===== src/rtl/serial_entry_gate_pkg.sv =====
package serial_entry_gate_pkg;

    localparam logic [7:0] FIRST_ONE_WIRE = 8'h3A;
    localparam logic [7:0] FIRST_TWO_WIRE = 8'h00;
    localparam logic [7:0] FIRST_DEBUG    = 8'hC5;

    localparam logic [7:0] MODE_NONE      = 8'h00;
    localparam logic [7:0] MODE_ONE_WIRE  = 8'h3A;
    localparam logic [7:0] MODE_TWO_WIRE  = 8'h35;

    localparam logic [7:0] CMD_SET_BAUD   = 8'h9A;

    localparam logic [7:0] STS_BAD_CMD    = 8'h04;
    localparam logic [7:0] STS_BAD_PARAM  = 8'h05;
    localparam logic [7:0] STS_PROTECT    = 8'h10;

    typedef enum logic [2:0] {
        GS_FIRST,
        GS_CMD,
        GS_BAUD,
        GS_VOLT,
        GS_REPLY,
        GS_GRANT,
        GS_LOCK
    } gate_state_e;

    typedef enum logic [1:0] {
        ENTRY_ONE_WIRE,
        ENTRY_TWO_WIRE,
        ENTRY_DEBUG,
        ENTRY_REJECT
    } entry_kind_e;

    typedef struct packed {
        entry_kind_e kind;
        logic        load_mode;
        logic [7:0]  mode_code;
        logic        set_dbg;
    } entry_dec_t;

    typedef enum logic [1:0] {
        VERD_ACCEPT,
        VERD_BAD_CMD,
        VERD_BAD_BAUD,
        VERD_BAD_VOLT
    } verdict_e;

    typedef struct packed {
        verdict_e verdict;
        logic     apply_baud;
        logic     accept;
    } frame_res_t;

    function automatic entry_dec_t decode_first(input logic [7:0] b);
        entry_dec_t d;
        d.kind      = ENTRY_REJECT;
        d.load_mode = 1'b0;
        d.mode_code = MODE_NONE;
        d.set_dbg   = 1'b0;
        case (b)
            FIRST_ONE_WIRE: begin
                d.kind      = ENTRY_ONE_WIRE;
                d.load_mode = 1'b1;
                d.mode_code = MODE_ONE_WIRE;
            end
            FIRST_TWO_WIRE: begin
                d.kind      = ENTRY_TWO_WIRE;
                d.load_mode = 1'b1;
                d.mode_code = MODE_TWO_WIRE;
            end
            FIRST_DEBUG: begin
                d.kind    = ENTRY_DEBUG;
                d.set_dbg = 1'b1;
            end
            default: d.kind = ENTRY_REJECT;
        endcase
        return d;
    endfunction

    function automatic logic [7:0] verdict_status(input verdict_e v);
        logic [7:0] s;
        case (v)
            VERD_BAD_CMD:  s = STS_BAD_CMD;
            VERD_BAD_BAUD: s = STS_BAD_PARAM;
            VERD_BAD_VOLT: s = STS_BAD_PARAM;
            default:       s = STS_PROTECT;
        endcase
        return s;
    endfunction

endpackage


===== src/rtl/seg_entry_decode.sv =====
module seg_entry_decode
    import serial_entry_gate_pkg::*;
(
    input  logic [7:0] first_byte,
    output entry_dec_t dec
);
    always_comb dec = decode_first(first_byte);
endmodule


===== src/rtl/seg_frame_check.sv =====
module seg_frame_check
    import serial_entry_gate_pkg::*;
#(
    parameter int BAUD_LIMIT = 4,
    parameter int VOLT_MIN   = 18
) (
    input  logic [7:0] cmd_byte,
    input  logic [7:0] baud_byte,
    input  logic [7:0] volt_byte,
    output frame_res_t res
);
    localparam logic [7:0] BAUD_LIM_B = 8'(BAUD_LIMIT);
    localparam logic [7:0] VOLT_MIN_B = 8'(VOLT_MIN);

    logic cmd_ok;
    logic baud_ok;
    logic volt_ok;

    always_comb begin
        cmd_ok  = (cmd_byte == CMD_SET_BAUD);
        baud_ok = (baud_byte < BAUD_LIM_B);
        volt_ok = (volt_byte >= VOLT_MIN_B);

        res.apply_baud = cmd_ok && baud_ok;
        res.accept     = cmd_ok && baud_ok && volt_ok;
        if (!cmd_ok)
            res.verdict = VERD_BAD_CMD;
        else if (!baud_ok)
            res.verdict = VERD_BAD_BAUD;
        else if (!volt_ok)
            res.verdict = VERD_BAD_VOLT;
        else
            res.verdict = VERD_ACCEPT;
    end
endmodule


===== src/rtl/seg_reply_port.sv =====
module seg_reply_port #(
    parameter int DATA_W = 8
) (
    input  logic              clk,
    input  logic              rst,
    input  logic              load,
    input  logic [DATA_W-1:0] code,
    input  logic              tx_ready,
    output logic              tx_valid,
    output logic [DATA_W-1:0] tx_data,
    output logic              sent
);
    logic              valid_q;
    logic [DATA_W-1:0] data_q;

    always_ff @(posedge clk) begin
        if (rst) begin
            valid_q <= 1'b0;
            data_q  <= '0;
        end else if (load) begin
            valid_q <= 1'b1;
            data_q  <= code;
        end else if (valid_q && tx_ready) begin
            valid_q <= 1'b0;
        end
    end

    assign tx_valid = valid_q;
    assign tx_data  = data_q;
    assign sent     = valid_q && tx_ready;
endmodule


===== src/rtl/serial_entry_gate.sv =====
module serial_entry_gate
    import serial_entry_gate_pkg::*;
#(
    parameter int BAUD_W     = 2,
    parameter int BAUD_LIMIT = 4,
    parameter int VOLT_MIN   = 18
) (
    input  logic              clk,
    input  logic              rst,
    input  logic [7:0]        rx_data,
    input  logic              rx_valid,
    output logic [7:0]        tx_data,
    output logic              tx_valid,
    input  logic              tx_ready,
    input  logic              dbg_enable,
    input  logic              low_speed,
    output logic [7:0]        tool_mode,
    output logic              dbg_req,
    output logic [BAUD_W-1:0] baud_sel,
    output logic              wide_volt,
    output logic              granted
);
    gate_state_e       state_q;
    logic [7:0]        cmd_q;
    logic [7:0]        baud_q;
    logic [7:0]        tool_q;
    logic              dbg_q;
    logic [BAUD_W-1:0] baud_sel_q;
    logic              wide_q;

    entry_dec_t entry;
    frame_res_t frame;
    logic       debug_blocked;
    logic       reply_load;
    logic [7:0] reply_code;
    logic       reply_sent;

    seg_entry_decode u_entry (
        .first_byte (rx_data),
        .dec        (entry)
    );

    seg_frame_check #(
        .BAUD_LIMIT (BAUD_LIMIT),
        .VOLT_MIN   (VOLT_MIN)
    ) u_frame (
        .cmd_byte  (cmd_q),
        .baud_byte (baud_q),
        .volt_byte (rx_data),
        .res       (frame)
    );

    always_comb begin
        debug_blocked = dbg_q && !dbg_enable;
        reply_load    = (state_q == GS_VOLT) && rx_valid &&
                        (!frame.accept || debug_blocked);
        reply_code    = frame.accept ? STS_PROTECT : verdict_status(frame.verdict);
    end

    seg_reply_port #(
        .DATA_W (8)
    ) u_reply (
        .clk      (clk),
        .rst      (rst),
        .load     (reply_load),
        .code     (reply_code),
        .tx_ready (tx_ready),
        .tx_valid (tx_valid),
        .tx_data  (tx_data),
        .sent     (reply_sent)
    );

    always_ff @(posedge clk) begin
        if (rst) begin
            state_q    <= GS_FIRST;
            cmd_q      <= '0;
            baud_q     <= '0;
            tool_q     <= MODE_NONE;
            dbg_q      <= 1'b0;
            baud_sel_q <= '0;
            wide_q     <= 1'b0;
        end else begin
            case (state_q)
                GS_FIRST: if (rx_valid) begin
                    if (entry.kind == ENTRY_REJECT) begin
                        state_q <= GS_LOCK;
                    end else begin
                        if (entry.load_mode) tool_q <= entry.mode_code;
                        if (entry.set_dbg)   dbg_q  <= 1'b1;
                        state_q <= GS_CMD;
                    end
                end
                GS_CMD: if (rx_valid) begin
                    cmd_q   <= rx_data;
                    state_q <= GS_BAUD;
                end
                GS_BAUD: if (rx_valid) begin
                    baud_q  <= rx_data;
                    state_q <= GS_VOLT;
                end
                GS_VOLT: if (rx_valid) begin
                    if (frame.apply_baud)
                        baud_sel_q <= baud_sel_q | baud_q[BAUD_W-1:0];
                    if (frame.accept) begin
                        wide_q  <= low_speed;
                        state_q <= debug_blocked ? GS_REPLY : GS_GRANT;
                    end else begin
                        state_q <= GS_REPLY;
                    end
                end
                GS_REPLY: if (reply_sent) state_q <= GS_LOCK;
                GS_GRANT: state_q <= GS_GRANT;
                GS_LOCK:  state_q <= GS_LOCK;
                default:  state_q <= GS_LOCK;
            endcase
        end
    end

    assign tool_mode = tool_q;
    assign dbg_req   = dbg_q;
    assign baud_sel  = baud_sel_q;
    assign wide_volt = wide_q;
    assign granted   = (state_q == GS_GRANT);
endmodule


===== config.mk =====
export PLATFORM = sky130hd
export DESIGN_NAME = serial_entry_gate
export DESIGN_NICKNAME = d
export VERILOG_FILES = /design/src/rtl/serial_entry_gate_pkg.sv /design/src/rtl/seg_entry_decode.sv /design/src/rtl/seg_frame_check.sv /design/src/rtl/seg_reply_port.sv /design/src/rtl/serial_entry_gate.sv
export SDC_FILE = /design/constraint.sdc
export NUM_CORES = 1
export LEC_CHECK = 0
export BUFFER_PORTS_ARGS = -buffer_cell sky130_fd_sc_hd__buf_2
export CAP_MARGIN = 30
export CORE_ASPECT_RATIO = 0.5
export CORE_MARGIN = 1.5
export CORE_UTILIZATION = 55
export DETAILED_ROUTE_END_ITERATION = 16
export PLACE_DENSITY_LB_ADDON = 0.15
export SLEW_MARGIN = 20
export SYNTH_ARGS = -nofsm -noshare
export SYNTH_HDL_FRONTEND = slang
export SYNTH_HIERARCHICAL = 1
export SYNTH_SLANG_ARGS = --single-unit

===== constraint.sdc =====
create_clock -name clk -period 2.7 [get_ports clk]
set_clock_uncertainty 0.2 [all_clocks]
set_input_delay 0.135 -clock clk [delete_from_list [all_inputs] [get_ports clk]]
set_output_delay 0.135 -clock clk [all_outputs]
set_load 0.05 [all_outputs]

Yosys cells after proc, flatten, opt, wreduce, memory -nomap -nowiden
Index checks and enable logic that the tools add are counted.
Operators by class
  $add $sub $neg: 0
  multiply operators: 0
  divide/modulo/power cells: 0
  magnitude comparators: 2
  eq/ne operators: 17
  shift operators: 0
  multiplexer cells: 19
  bitwise gates (word level): 2
  reductions and logical operators: 20
Operators with widths (number)
  $mux W3: 6
  $pmux W3 S6: 1
  $pmux W9 S2: 1
  $eq A8 B8 Y1 const B: 2
  $ne A2 B2 Y1 const B: 5
  $pmux W5 S2: 1
  $eq A8 B6 Y1 const B: 1
  $ge A8 B5 Y1 const B: 1
  $logic_not A8 Y1: 1
  $lt A8 B3 Y1 const B: 1
  $mux W8: 1
  $reduce_and A4 Y1: 2
  $eq A2 B2 Y1 const B: 3
  $eq A3 B2 Y1 const B: 2
  $eq A3 B3 Y1 const B: 2
  $logic_and A1 B1 Y1: 6
  $mux W2: 3
  $pmux W2 S3: 1
  $reduce_and A3 Y1: 2
  $mux W1: 5
  $reduce_and A5 Y1: 1
  $reduce_and A2 Y1: 2
  $eq A3 B1 Y1 const B: 1
  $logic_not A3 Y1: 1
  other kinds (7): 8
Storage, ports and cells
  bits in registers: 40
  latch bits: 0
  memory bits (writable): 0
  memory bits (read-only): 0
  input bits: 14
  output and inout port bits: 22
  word-level logic and storage cells: 69
  memories kept: 0

Depth between registers and ports, before layout
  word-level depth: 8
  depth in mapped cells: 8
  depth with buffers taken out: 8

Modules after synthesis
The synthesis kept the hierarchy.
By module, submodules not included
  serial_entry_gate: instances 1, cells each 138, area each 1307.5 µm²
  seg_reply_port: instances 1, cells each 31, area each 327.8 µm²
  seg_entry_decode: instances 1, cells each 17, area each 110.1 µm²
  seg_frame_check: instances 1, cells each 14, area each 103.8 µm²

Worst setup path before layout
OpenSTA, ideal clock, no wires.
  path kind: input to register
  start: input rx_data[2]
  end: register tool_q[0] (netlist: tool_mode[0])
  library setup time: 72 ps
  data arrival time: 1722 ps
  required time: 2428 ps
  setup slack: 706 ps
  stages on the path: 7
  path through: or4_4 > nor2_1 > nor2_1 > a211oi_1 > and3_1 > buf_6 > mux2i_1
RTL lines
  start, declared: line serial_entry_gate.sv:10  | input logic [7:0] rx_data,
  end signal, assigned: line serial_entry_gate.sv:88  | if (entry.load_mode) tool_q <= entry.mode_code;
  end, declared: line serial_entry_gate.sv:26  | logic [7:0] tool_q;

==> results_dict.tcl <==
set metrics [dict create \
    status "finished with violations" \
    violations "design-rule violations" \
    synthCells 200 \
    setup_slack_ns 0.239 \
    synth_xor_area_share_pct 0 \
    grt_max_degree 34 \
    path_clk_slew_ns 0.07 \
    vias 1496 \
    drt-total-wl_um 3790 \
    netlist_area_sq_um 1850 \
    max_slew_margin_pct 59.6 \
    yosysUniqueCellTypes 42 \
    critical_path.top_delay_family "simple AND/OR/NAND/NOR gates" \
    initial_utilization_pct 59.6 \
    path_common_cell "nor2_1" \
    seqPwrFrac_pct 54.0 \
    use_met1_pct 28.4 \
    antenna_found_initial 0 \
    stdcell_count 286 \
    ys.warnings.count 6 \
    post-dp-hpwl_um 2510 \
    rrSetupSlack_ns 0.59 \
    clockBufferDepth 2 \
    grt_pass1_wl_um 6150 \
    period_share_pct 91.1 \
    grt_pass1_vias 1303 \
    power_leakage_nw 0.902 \
    crit_chain "dlygate4sd3_1 > buf_2 > or4_4 > nor2_1 > nor2_1 > a211oi_2 > and3_4 > mux2i_1" \
    mostFrequentLayoutCells "dfxtp_1 (40), nor2_1 (37), buf_2 (35)" \
    antenna_left 0 \
    setup.worst_path.start_class "primary input" \
    cp.arrival_ns 2.48 \
    finalPower_mw 1.15 \
    worstSkewPairLatency_ns 0.28 \
    crit_required_ns 2.72 \
    synth_seq_cells 40 \
    endpoint_kind "register" \
    post-place-ws_ns 0.227 \
    setup_violations 0 \
    synth_edf_count 0 \
    async_reset_ff_share_pct 0 \
    critical-path-max-stage-delay_ns 0.56 \
    synth_fa_ha_area_share_pct 0 \
    cts_tree "built" \
    ios 36 \
    grt.total_usage_pct 21.8 \
    vias_per_cell 5.23 \
    min_path_type "primary input to register" \
    dp_cells 267 \
    synth-main-ff-cell "dfxtp_1" \
    post_cts_buffers 0 \
    drt_iter0_drc 58 \
    p_sw_share_pct 25.8 \
    setup-tns-final_ns 0 \
    cts_sinks 40 \
    worst-path-max-fanout 8 \
    min_period_ns 2.46 \
    die_y_um 44 \
    timing.fmax_mhz 406 \
    core_sq_um 3100 \
    crit_end "tool_mode[5]" \
    final_common_cell "dfxtp_1" \
    num_rows 14 \
    finalNetCount 260 \
    wl_per_cell_um 13.2 \
    min_from "dbg_enable" \
    worst-path-stages 8 \
    pwr-share-comb_pct 13.5 \
    finalHoldViolations 0 \
    cts_inserted_buffers 5 \
    cts_root_buf "clkbuf_8" \
    num_antenna_cells 0 \
    firstDrtPassIters 10 \
    clock_power_share_pct 32.5 \
    slew_violations 0 \
    die_area_sq_um 3740 \
    drive_gt1_share_pct 23.2 \
    slowest_stage "dlygate4sd3_1" \
    tightest_slew_ns 0.606 \
    drc 1 \
    p_per_area_nw_per_um2 519 \
    htreeDepth 2 \
    cap_violations 0 \
    cp_num_buf_inv 2 \
    yosys.area_share.simple_pct 23.3 \
    critical_path.startpoint "rx_data[6]" \
    avgSynthCellArea_sq_um 9.25 \
    seq_area_frac_synth_pct 43.3 \
    reg2reg_depth 7 \
    p_sw_uw 296 \
    grt.overflow.total 0 \
    p_int_uw 850 \
    met3_usage_pct 7.05 \
    grtUsageMet2_pct 36.7 \
    grt-busiest-layer "met2" \
    r2r_start "cmd_q[0]" \
    portBuffers 35 \
    synth-compound-area-share_pct 8.12 \
    die_w_um 85.0 \
    critPathKind "primary input to register" \
    timing.rr.end "u_reply/tx_data[0]" \
    rsz0062_at_grt "false" \
    synth.mux.area_fraction_pct 17.3 \
    gp_congestion 0.844 \
    synthToLayoutAreaGrowth_pct 19.3 \
    synth_top_family_by_area "simple AND/OR/NAND/NOR gates" \
    vdd_ir_drop_max_uv 321 \
]
[Yosys cell counts, types with 2 or more instances]
cell / number / area share, %
a21oi_1: 5 / 1.4
a31oi_1: 3 / 1.0
and4bb_1: 3 / 2.0
buf_4: 9 / 3.7
buf_6: 3 / 1.8
clkbuf_1: 3 / 0.61
conb_1: 2 / 0.41
dfxtp_1: 40 / 43
inv_1: 3 / 0.61
inv_2: 3 / 0.61
mux2i_1: 32 / 17
nand2_1: 20 / 4.1
nand2b_1: 4 / 1.4
nand4_1: 2 / 0.68
nor2_1: 37 / 7.5
nor2b_1: 3 / 1.0
nor3_1: 2 / 0.54
or4_4: 2 / 1.2
[worst min-delay path: cells and delay by family]
| family | cells | cell delay (ns) |
|---|---|---|
| buf+inv | 1 | 0.10 |
| compound gates | 2 | 0.27 |
[layout make-up]
| type | instances | area (sq um) |
|---|---|---|
| Sequential cell | 40 | 801 |
| Fill cell | 258 | 895 |
| Clock inverter | 1 | 5.00 |
| Clock buffer | 6 | 72.6 |
| Multi-Input combinational cell | 143 | 937 |
| Tap cell | 40 | 50.0 |
| Timing Repair Buffer | 50 | 318 |
| Inverter | 6 | 22.5 |
[stage by stage]
stage	hold WS [ns]	cell area, sq um	util [%]
2_1_floorplan	0.00125	1870	-
3_3_place_gp	0.175	1990	64.2
3_5_place_dp	0.186	2000	64.4
4_1_cts	0.0563	2200	70.8
5_1_grt	0.0826	2210	71.1
6_report	0.0763	2210	71.1
[power groups by stage]
stage | Clock [mW] | Combinational (mW) | Sequential (mW)
floorplan | 0 | 0.101 | 0.637
global placement | 0 | 0.135 | 0.631
detailed placement | 0 | 0.137 | 0.632
CTS | 0.382 | 0.151 | 0.618
global route | 0.403 | 0.171 | 0.621
finish | 0.372 | 0.155 | 0.618
[layer usage]
| metal | wire length (um) | part of all wire (%) | vias up |
|---|---|---|---|
| met4 | 10 | 0.26 | 0 |
| met1 | 1810 | 48 | 687 |
| li1 | - | - | 764 |
| met2 | 1720 | 45 | 43 |
| met5 | 0 | 0 | - |
| met3 | 248 | 6.6 | 2 |
[timing repair]
action	4_1_cts	5_1_grt
endpoints found under the hold margin	17	0
hold buffers	12	0
setup endpoints to repair	0	8
resized for setup	0	3
[kinds of logic (layout without fill, tap and decap cells)]
logic type / Yosys count / in the layout
AND/OR/NAND/NOR: 84 / 84
flip-flops: 40 / 40
multiplexers: 32 / 32
buffers and inverters: 22 / 63
AO/OA/AOI/OAI: 20 / 20
other: 2 / 7
[state kept, by name, summed over array words and instances (netlist names)]
name,flops
baud_sel,2
u_reply/tx_data,8
cmd_q,8
tool_mode,8
u_reply/tx_valid,1
wide_volt,1
baud_q,8
dbg_req,1
state_q,3
[worst min-delay path by stage]
stage | end | slack [ns] | cells after the start
after global placement | wide_volt | 0.17 | 2
after global routing | state_q[0] | 0.08 | 3
after floorplan | state_q[1] | 0.001 | 1
final | state_q[0] | 0.08 | 3
after detailed placement | wide_volt | 0.19 | 2
after CTS | state_q[0] | 0.06 | 3
Power figures use the tool's default switching activity.
